[src/rtl/itdiv_pkg.sv]
package itdiv_pkg;
  typedef enum logic [2:0] {
    MD_FRAC = 3'd0,
    MD_S32  = 3'd1,
    MD_U32  = 3'd2,
    MD_S16  = 3'd3,
    MD_U16  = 3'd4
  } div_mode_e;
endpackage

[src/rtl/itdiv_operand_prep.sv]
module itdiv_operand_prep #(
  parameter int DW = 16
) (
  input  logic [2:0]      mode_i,
  input  logic [2*DW-1:0] dvd_i,
  input  logic [DW-1:0]   dvs_i,
  output logic [2*DW-1:0] mag_o,
  output logic [DW-1:0]   dmag_o,
  output logic            neg_q_o,
  output logic            neg_r_o,
  output logic            sgn_o,
  output logic            frac_o,
  output logic            dz_o,
  output logic            pre_ovf_o
);
  import itdiv_pkg::*;

  logic [DW-1:0]   lo, lo_abs, dvs_abs;
  logic [2*DW-1:0] full_abs;
  logic            dvd_neg;

  always_comb begin
    lo       = dvd_i[DW-1:0];
    lo_abs   = lo[DW-1] ? (~lo + 1'b1) : lo;
    full_abs = dvd_i[2*DW-1] ? (~dvd_i + 1'b1) : dvd_i;
    dvs_abs  = dvs_i[DW-1] ? (~dvs_i + 1'b1) : dvs_i;
    sgn_o    = 1'b0;
    frac_o   = 1'b0;
    dvd_neg  = 1'b0;
    case (div_mode_e'(mode_i))
      MD_FRAC: begin
        sgn_o   = 1'b1;
        frac_o  = 1'b1;
        dvd_neg = lo[DW-1];
        mag_o   = {{DW{1'b0}}, lo_abs} << (DW-1);
      end
      MD_S32: begin
        sgn_o   = 1'b1;
        dvd_neg = dvd_i[2*DW-1];
        mag_o   = full_abs;
      end
      MD_U32: mag_o = dvd_i;
      MD_S16: begin
        sgn_o   = 1'b1;
        dvd_neg = lo[DW-1];
        mag_o   = {{DW{1'b0}}, lo_abs};
      end
      default: mag_o = {{DW{1'b0}}, lo};
    endcase
    dmag_o    = sgn_o ? dvs_abs : dvs_i;
    neg_r_o   = dvd_neg;
    neg_q_o   = dvd_neg ^ (sgn_o & dvs_i[DW-1]);
    dz_o      = (dvs_i == '0);
    pre_ovf_o = !dz_o && (mag_o[2*DW-1:DW] >= dmag_o);
  end
endmodule

[src/rtl/itdiv_nr_step.sv]
module itdiv_nr_step #(
  parameter int DW = 16,
  parameter int PW = DW + 4
) (
  input  logic [PW-1:0] p_i,
  input  logic          bit_i,
  input  logic [DW-1:0] d_i,
  output logic [PW-1:0] p_o,
  output logic          q_o
);
  logic [PW-1:0] shifted, dx;

  always_comb begin
    shifted = {p_i[PW-2:0], bit_i};
    dx      = {{(PW-DW){1'b0}}, d_i};
    p_o     = p_i[PW-1] ? (shifted + dx) : (shifted - dx);
    q_o     = ~p_o[PW-1];
  end
endmodule

[src/rtl/itdiv_result_fix.sv]
module itdiv_result_fix #(
  parameter int DW = 16,
  parameter int PW = DW + 4
) (
  input  logic [PW-1:0] p_i,
  input  logic [DW-1:0] q_i,
  input  logic [DW-1:0] d_i,
  input  logic          neg_q_i,
  input  logic          neg_r_i,
  input  logic          sgn_i,
  input  logic          frac_i,
  input  logic          pre_ovf_i,
  input  logic          dz_i,
  output logic [DW-1:0] rmag_o,
  output logic [DW-1:0] quo_o,
  output logic [DW-1:0] rem_o,
  output logic          ovf_o
);
  logic [PW-1:0] fixed;
  logic          range_bad;

  always_comb begin
    fixed     = p_i[PW-1] ? (p_i + {{(PW-DW){1'b0}}, d_i}) : p_i;
    rmag_o    = fixed[DW-1:0];
    quo_o     = neg_q_i ? (~q_i + 1'b1) : q_i;
    rem_o     = neg_r_i ? (~rmag_o + 1'b1) : rmag_o;
    range_bad = sgn_i && q_i[DW-1] && (frac_i || !neg_q_i || (q_i[DW-2:0] != '0));
    ovf_o     = !dz_i && (pre_ovf_i || range_bad);
  end
endmodule

[src/rtl/iter_divider.sv]
module iter_divider #(
  parameter int DW    = 16,
  parameter int NSTEP = 18
) (
  input  logic            clk,
  input  logic            rst_n,
  input  logic            start_i,
  input  logic            hold_i,
  input  logic [2:0]      mode_i,
  input  logic [2*DW-1:0] dividend_i,
  input  logic [DW-1:0]   divisor_i,
  output logic [DW-1:0]   quotient_o,
  output logic [DW-1:0]   remainder_o,
  output logic            busy_o,
  output logic            done_o,
  output logic            ovf_o,
  output logic            dzero_o
);
  localparam int PW  = DW + 4;
  localparam int CW  = $clog2(NSTEP + 1);
  localparam int LOW = 2*DW - NSTEP;

  // operand preparation
  logic [2*DW-1:0] mag;
  logic [DW-1:0]   dmag;
  logic            p_negq, p_negr, p_sgn, p_frac, p_dz, p_povf;

  itdiv_operand_prep #(.DW(DW)) prep_i (
    .mode_i(mode_i), .dvd_i(dividend_i), .dvs_i(divisor_i),
    .mag_o(mag), .dmag_o(dmag), .neg_q_o(p_negq), .neg_r_o(p_negr),
    .sgn_o(p_sgn), .frac_o(p_frac), .dz_o(p_dz), .pre_ovf_o(p_povf)
  );

  // state
  logic            busy_q, busy_d, done_q, done_d;
  logic [CW-1:0]   cnt_q, cnt_d;
  logic [PW-1:0]   p_q, p_d;
  logic [NSTEP-1:0] a_q, a_d, qa_q, qa_d;
  logic [DW-1:0]   d_q;
  logic            negq_q, negr_q, sgn_q, frac_q, dz_q, povf_q;
  logic [DW-1:0]   quo_q, rem_q;
  logic            ovf_q, dzo_q;

  logic start_ok, adv, step_en, fin_en;
  logic [PW-1:0] p_step;
  logic          q_bit;
  logic [DW-1:0] f_rmag, f_quo, f_rem;
  logic          f_ovf;

  itdiv_nr_step #(.DW(DW), .PW(PW)) step_i (
    .p_i(p_q), .bit_i(a_q[NSTEP-1]), .d_i(d_q), .p_o(p_step), .q_o(q_bit)
  );

  itdiv_result_fix #(.DW(DW), .PW(PW)) fix_i (
    .p_i(p_q), .q_i(qa_q[DW-1:0]), .d_i(d_q), .neg_q_i(negq_q), .neg_r_i(negr_q),
    .sgn_i(sgn_q), .frac_i(frac_q), .pre_ovf_i(povf_q), .dz_i(dz_q),
    .rmag_o(f_rmag), .quo_o(f_quo), .rem_o(f_rem), .ovf_o(f_ovf)
  );

  // next state
  always_comb begin
    start_ok = start_i && !busy_q;
    adv      = busy_q && !hold_i;
    step_en  = adv && (cnt_q != '0);
    fin_en   = adv && (cnt_q == '0);
    busy_d   = busy_q;
    cnt_d    = cnt_q;
    p_d      = p_q;
    a_d      = a_q;
    qa_d     = qa_q;
    if (start_ok) begin
      busy_d = 1'b1;
      cnt_d  = CW'(NSTEP);
      p_d    = {{(PW-LOW){1'b0}}, mag[2*DW-1:NSTEP]};
      a_d    = mag[NSTEP-1:0];
      qa_d   = '0;
    end else if (step_en) begin
      cnt_d  = cnt_q - 1'b1;
      p_d    = p_step;
      a_d    = {a_q[NSTEP-2:0], 1'b0};
      qa_d   = {qa_q[NSTEP-2:0], q_bit};
    end else if (fin_en) begin
      busy_d = 1'b0;
    end
    done_d = fin_en;
  end

  // registers
  always_ff @(posedge clk or negedge rst_n) begin
    if (!rst_n) begin
      busy_q <= 1'b0;
      done_q <= 1'b0;
      cnt_q  <= '0;
      p_q    <= '0;
      a_q    <= '0;
      qa_q   <= '0;
    end else begin
      busy_q <= busy_d;
      done_q <= done_d;
      cnt_q  <= cnt_d;
      p_q    <= p_d;
      a_q    <= a_d;
      qa_q   <= qa_d;
    end
  end

  always_ff @(posedge clk or negedge rst_n) begin
    if (!rst_n) begin
      d_q    <= '0;
      negq_q <= 1'b0;
      negr_q <= 1'b0;
      sgn_q  <= 1'b0;
      frac_q <= 1'b0;
      dz_q   <= 1'b0;
      povf_q <= 1'b0;
    end else if (start_ok) begin
      d_q    <= dmag;
      negq_q <= p_negq;
      negr_q <= p_negr;
      sgn_q  <= p_sgn;
      frac_q <= p_frac;
      dz_q   <= p_dz;
      povf_q <= p_povf;
    end
  end

  always_ff @(posedge clk or negedge rst_n) begin
    if (!rst_n) begin
      quo_q <= '0;
      rem_q <= '0;
      ovf_q <= 1'b0;
      dzo_q <= 1'b0;
    end else if (fin_en) begin
      quo_q <= f_quo;
      rem_q <= f_rem;
      ovf_q <= f_ovf;
      dzo_q <= dz_q;
    end
  end

  assign quotient_o  = quo_q;
  assign remainder_o = rem_q;
  assign busy_o      = busy_q;
  assign done_o      = done_q;
  assign ovf_o       = ovf_q;
  assign dzero_o     = dzo_q;

  // checks
  assert_done_pulse_R3: assert property (@(posedge clk) disable iff (!rst_n)
    done_q |=> !done_q);
  assert_done_idle_R3: assert property (@(posedge clk) disable iff (!rst_n)
    done_q |-> !busy_q);
  assert_count_down_R3: assert property (@(posedge clk) disable iff (!rst_n)
    (busy_q && !hold_i && cnt_q != '0) |=> (busy_q && cnt_q == CW'($past(cnt_q) - 1'b1)));
  assert_hold_freeze_R5: assert property (@(posedge clk) disable iff (!rst_n)
    (busy_q && hold_i) |=> (busy_q && $stable(cnt_q) && $stable(p_q) && $stable(qa_q)));
  assert_start_ignored_R4: assert property (@(posedge clk) disable iff (!rst_n)
    (busy_q && start_i) |=> ($stable(d_q) && $stable(negq_q) && $stable(negr_q)));
  assert_rem_below_div_R6: assert property (@(posedge clk) disable iff (!rst_n)
    (fin_en && !dz_q && !povf_q) |-> (f_rmag < d_q));
  assert_flag_excl_R9: assert property (@(posedge clk) disable iff (!rst_n)
    done_q |-> !(ovf_q && dzo_q));
endmodule

[config.mk]
export PLATFORM = sky130hd
export DESIGN_NAME = iter_divider
export DESIGN_NICKNAME = d
export VERILOG_FILES = /design/src/rtl/itdiv_pkg.sv /design/src/rtl/itdiv_operand_prep.sv /design/src/rtl/itdiv_nr_step.sv /design/src/rtl/itdiv_result_fix.sv /design/src/rtl/iter_divider.sv
export SDC_FILE = /design/constraint.sdc
export NUM_CORES = 1
export LEC_CHECK = 0
export ABC_AREA = 1
export BUFFER_PORTS_ARGS = -buffer_cell sky130_fd_sc_hd__buf_2
export CORE_UTILIZATION = 40
export DETAILED_ROUTE_END_ITERATION = 10
export PLACE_DENSITY_LB_ADDON = 0.1
export REMOVE_ABC_BUFFERS = 1
export SKIP_CTS_REPAIR_TIMING = 1
export SYNTH_ARGS = -nofsm -noshare
export SYNTH_HDL_FRONTEND = slang
export SYNTH_HIERARCHICAL = 1
export SYNTH_SLANG_ARGS = --single-unit
export TNS_END_PERCENT = 1
[constraint.sdc]
create_clock -name clk -period 8 [get_ports clk]
set_clock_uncertainty 0.05 [all_clocks]
set_input_delay 0.4 -clock clk [delete_from_list [all_inputs] [get_ports clk]]
set_output_delay 0.4 -clock clk [all_outputs]
set_load 0.02 [all_outputs]
==> out/summary.txt, run 1 <==
Chip Width - 168.6 um
hold path cells - 3
largest net degree at the start of global routing - 77
# setup viols final - 0
htree depth - 4
die height - 168.6 um
detailed-placement wirelength estimate - 24870 um
Post-Synthesis Cells - 1795
synthesized area - 0.01110 mm2
core footprint - 0.02710 mm2
unrepaired setup endpoints after global routing - no
Final GP Congestion - 0.9135
Antenna Cells - 0
crit-path max FO - 5
Worst slew margin - 37.75%
final count of hold timing violations - 0
grt ovf - 0
critical path class - reg -> reg
setup_tns - 0 ps
FP Rows - 60
crit share post-route - 39.41%
Clock Sinks - 117
root buffer cell - clkbuf_16
post-route ant nets - 0
Starting Density - 40.96%
DR vias - 11.17k
GR Util All Layers - 23.64%
Leak - 6.846 nW
Reg2Reg Depth - 18
crit start category - flip-flop
share of post-route cells with drive strength above 1 - 10.85%
Area growth, synth to finish - 10.75%
TritonCTS buffer count - 17
maxcap violations - 0
vias in the first global route - 10.40k
length of the first detailed-routing pass in iterations - 5
required time of the critical path - 8250 ps
# port buffers - 90
status - finished clean
routed len/inst - 14.38 um
Critical Path End Type - flip-flop
clk slew on worst S/H paths - 60 ps
post-DR vias/cell - 4.979
FF-to-FF setup slack - 4850 ps
CTS tree - built
Post-route DRC - 0
fin crit period - 3153 ps
VDD IR max - 0.0002259 V
Final Non-Filler Cells - 2243
Max Slew Vio Count - 0
die area - 0.02842 mm2
Worst Tran Pin Value - 933.8 ps
initial antenna violation count - 0
IO Pins - 91
power per standard cell area - 433.4 mW/mm2
first-pass GRT wire length - 53710 um
RR Startpoint - d_q[1]
Hold Startpoint - divisor_i[0]
syn_area_per_cell - 6.185 um2
FMAX - 0.3171 GHz
HP Class - in -> reg
Setup crit start - d_q[1]
drt total wl - 32240 um
Ys Warns - 6
WP data arrival - 3400 ps
dpl cells - 2212
CTS max path bufs - 2
NumNets Final - 1975
Clk Latency, worst-skew pair - 420 ps
First DRT Iteration DRCs - 760
==> cell type report <==
type | instances | area (um2)
clock inverters | 12 | 83.83
multi-input cells | 1400 | 7018
fillers | 3012 | 14810
repair buffers | 96 | 500.5
clock buffers | 18 | 429.2
well taps | 372 | 465.4
inverters | 228 | 870.8
flip-flops and latches | 117 | 2928
==> layer usage <==
layer | part of all wire, % | track usage (%)
met2 | 45 | 38.50
met4 | 2.0 | 6.798
met3 | 4.0 | 2.899
met1 | 48 | 32.80
met5 | 0 | 0
==> worst paths after layout <==
path                              endpoint
max in group asynchronous           a_q[3]
setup reg to reg                   p_q[11]
setup / recovery                   p_q[11]
min in group asynchronous   remainder_o[3]
hold / removal                      d_q[0]
hold reg to reg            remainder_o[14]
==> state kept, by name, summed over array words and instances (netlist names) <==
signal	cells
a_q	18
busy_o	1
cnt_q	5
d_q	16
done_o	1
dz_q	1
dzero_o	1
frac_q	1
negq_q	1
negr_q	1
ovf_o	1
p_q	20
povf_q	1
qa_q	16
quotient_o	16
remainder_o	16
sgn_q	1
==> metrics by stage <==
step	hold WS, ps	total power, W	util (%)	setup slack, ps	area (um2)
after global placement	399.1	0.004613	43.44	4823	11770
after floorplan	54.41	0.003774	-	3127	10810
after detailed placement	389.7	0.004628	43.44	4789	11770
after global routing	212.6	0.005936	45.37	4581	12300
final	222.1	0.005328	45.37	4847	12300
after CTS	-59.99	0.005356	45.33	4901	12290
==> cells in the final DEF, fill, tap and decap left out, types with 3 or more instances in the layout <==
cell / instances
nand3_2: 10
inv_2: 7
o211ai_1: 8
inv_1: 214
nand4_1: 20
nor3_1: 12
nand2_4: 4
ha_1: 58
nor2_4: 5
and2_1: 3
or2_2: 4
o221ai_1: 3
o21ai_1: 9
nand3_1: 209
clkbuf_16: 17
a21oi_1: 51
nor2_1: 123
a31oi_1: 6
nor2_2: 10
nand2_2: 22
o21ai_0: 55
o21ai_2: 4
buf_2: 89
xnor2_1: 11
nand2_1: 694
o21bai_1: 3
dfrtp_1: 117
nand3b_1: 6
buf_4: 6
clkinv_2: 7
inv_6: 5
xor2_1: 50
==> critical path, cell delays in order, from the launching register on <==
cell and delay (ps):
dfrtp_1 480, inv_1 140, ha_1 180, nand2_1 90, nor2_1 210, nand3_1 150
nand2_1 150, xnor2_1 90, ha_1 400, nand2_2 110, inv_1 90, nand2_1 70
nor3_2 270, a21oi_1 150, xnor2_1 150, nand2_1 70, nand2_1 60, nand2_1 80
nand2_1 60
==> power breakdown <==
part           switching (W)  internal [W]
Sequential          0.000280      0.000854
Combinational        0.00226       0.00125
Clock               0.000299      0.000392
Total                0.00283       0.00249
Power figures use the tool's default switching activity.
==> inputs of run 2 (changes only) <==
clock period = 3.05 ns   (was 8 ns; I/O delays follow)
==> run 2 against run 1 <==
  * Worst hold slack worse by 210 ps
  * Global-route usage up 0.94 points
  * Total power rose to 2.7 times the previous value
  * Largest power group unchanged
  * Clock power rose to 2.9 times the previous value
  * Combinational power rose to 2.7 times the previous value
==> out/summary.txt, run 2 (synthesis results as in run 1) <==
status - finished clean (unchanged)
Critical Path End Type - flip-flop (unchanged)
drt total wl - 33720 um (was 32240 um)
Antenna Cells - 0 (unchanged)
Leak - 7.021 nW (was 6.846 nW)
CTS tree - built (unchanged)
post-route ant nets - 0 (unchanged)
first-pass GRT wire length - 55690 um (was 53710 um)
required time of the critical path - 3360 ps (was 8250 ps)
Clk Latency, worst-skew pair - 430 ps (was 420 ps)
FMAX - 0.3601 GHz (was 0.3171 GHz)
share of post-route cells with drive strength above 1 - 12.52% (was 10.85%)
HP Class - in -> reg (unchanged)
post-DR vias/cell - 4.987 (was 4.979)
Sw Pwr - 0.007555 W (was 0.002833 W)
crit start category - flip-flop (unchanged)
Int Pwr - 0.006853 W (was 0.002495 W)
routed len/inst - 14.84 um (was 14.38 um)
number of flip-flops in the largest register - 20 (unchanged)
crit share post-route - 91.06% (was 39.41%)
multi-input gate area in the final layout - 0.007032 mm2 (was 0.007018 mm2)
die area - 0.02842 mm2 (unchanged)
maxcap violations - 0 (unchanged)
Hold WS - 13.10 ps (was 222.1 ps)
Worst Tran Pin Value - 620.3 ps (was 933.8 ps)
Final Non-Filler Cells - 2273 (was 2243)
FP Rows - 60 (unchanged)
met1 WL - 16460 um (was 15640 um)
Clock Sinks - 117 (unchanged)
Final GP Congestion - 0.9685 (was 0.9135)
Starting Density - 40.96% (unchanged)
initial antenna violation count - 0 (unchanged)
Fill cells - 2938 (was 3012)
power per standard cell area - 1143 mW/mm2 (was 433.4 mW/mm2)
die height - 168.6 um (unchanged)
fin crit period - 2777 ps (was 3153 ps)
most frequent cells in the layout - nand2_1 (693), inv_1 (214), nand3_1 (209) (was nand2_1 (694), inv_1 (214), nand3_1 (209))
core footprint - 0.02710 mm2 (unchanged)
IO Pins - 91 (unchanged)
Max Slew Vio Count - 0 (unchanged)
Switching Fraction - 52.44% (was 53.18%)
unrepaired setup endpoints after global routing - no (unchanged)
Seq. cell area - 0.002929 mm2 (was 0.002928 mm2)
First DRT Iteration DRCs - 770 (was 760)
clk slew on worst S/H paths - 60 ps (about the same)
largest net degree at the start of global routing - 92 (was 77)
vias in the first global route - 10.79k (was 10.40k)
most common cell after layout, fill and taps aside - nand2_1 (unchanged)
# port buffers - 90 (unchanged)
crit-path max FO - 4 (was 5)
critical path class - reg -> reg (unchanged)
setup_tns - 0 ps (unchanged)
final count of hold timing violations - 0 (unchanged)
GR Util All Layers - 24.58% (was 23.64%)
dpl cells - 2239 (was 2212)
DR top layer - met4 (unchanged)
DR vias - 11.34k (was 11.17k)
sequential power share - 20.5% (was 21.3%)
Chip Width - 168.6 um (unchanged)
Post-route DRC - 0 (unchanged)
Comb pwr share - 65.8% (about the same)
length of the first detailed-routing pass in iterations - 5 (unchanged)
VDD IR max - 0.0004630 V (was 0.0002259 V)
htree depth - 4 (unchanged)
TritonCTS buffer count - 17 (unchanged)
grt ovf - 0 (unchanged)
root buffer cell - clkbuf_16 (unchanged)
WP data arrival - 3090 ps (was 3400 ps)
Largest regs - p_q: 20 flops, a_q: 18 flops (unchanged)
Worst slew margin - 58.65% (was 37.75%)
# setup viols final - 0 (unchanged)
Clk pwr share - 13.7% (was 13.0%)
CTS max path bufs - 2 (unchanged)
detailed-placement wirelength estimate - 26050 um (was 24870 um)
NumNets Final - 2003 (was 1975)
met2 WL - 15320 um (was 14670 um)
Reg with most FFs - p_q (unchanged)
Met3 Wirelength - 1298 um (was 1301 um)
Area growth, synth to finish - 13.58% (was 10.75%)
run 2: final cells by class:
class	count	area share, %
clock inverter	13	0.9625
multi-input combinational	1400	55.76
sequential	117	23.23
clock buffer	19	3.592
timing repair buffer	124	5.854
inverter	228	6.906
tap	372	3.691
run 2: through the flow:
step	utilization [%]	area (um2)	setup slack, ps	total power (W)
after CTS	46.40	12570	238.4	0.01439
after global placement	44.28	12000	56.13	0.01226
after global routing	46.53	12610	1.612	0.01602
after floorplan	-	10810	-1823	0.009899
after detailed placement	44.28	12000	94.54	0.01232
final	46.53	12610	272.7	0.01441
run 2: power groups by stage:
stage,sequential (W),clock (W),combinational (W)
after floorplan,0.00300,0,0.00690
after global placement,0.00295,0,0.00931
after detailed placement,0.00297,0,0.00935
after CTS,0.00295,0.00203,0.00942
after global routing,0.00305,0.00209,0.0109
final,0.00296,0.00197,0.00948
run 2: final timing paths:
kind | startpoint | end | slack [ps] | depth (start not counted)
max | d_q[1] | qa_q[0] | 270 | 19
min | divisor_i[0] | d_q[0] | 10 | 3
max reg2reg | d_q[1] | qa_q[0] | 270 | 19
min reg2reg | remainder_o[14] | remainder_o[14] | 420 | 2
max in group asynchronous | rst_n | p_q[0] | 1940 | 3
min in group asynchronous | rst_n | remainder_o[1] | 180 | 2
run 2: per-layer routing:
layer	up-vias	track usage (%)
li1	5877	-
met1	5128	33.68
met2	284	40.61
met3	46	2.736
met4	0	7.391
met5	-	0
run 2: critical path, cell delays in order, from the launching register on:
cell and delay, ps:
dfrtp_1 420, inv_1 110, ha_1 170, nand2_1 80
nor2_2 150, nand3_1 130, nand2_1 150, xnor2_1 130
ha_1 300, a21oi_1 220, nand2_1 120, inv_1 60
nand2_1 70, nand2_1 80, nand2_1 50, nor2_1 170
nand2_1 70, nand2_1 60, nand2_1 50, nand2_1 90
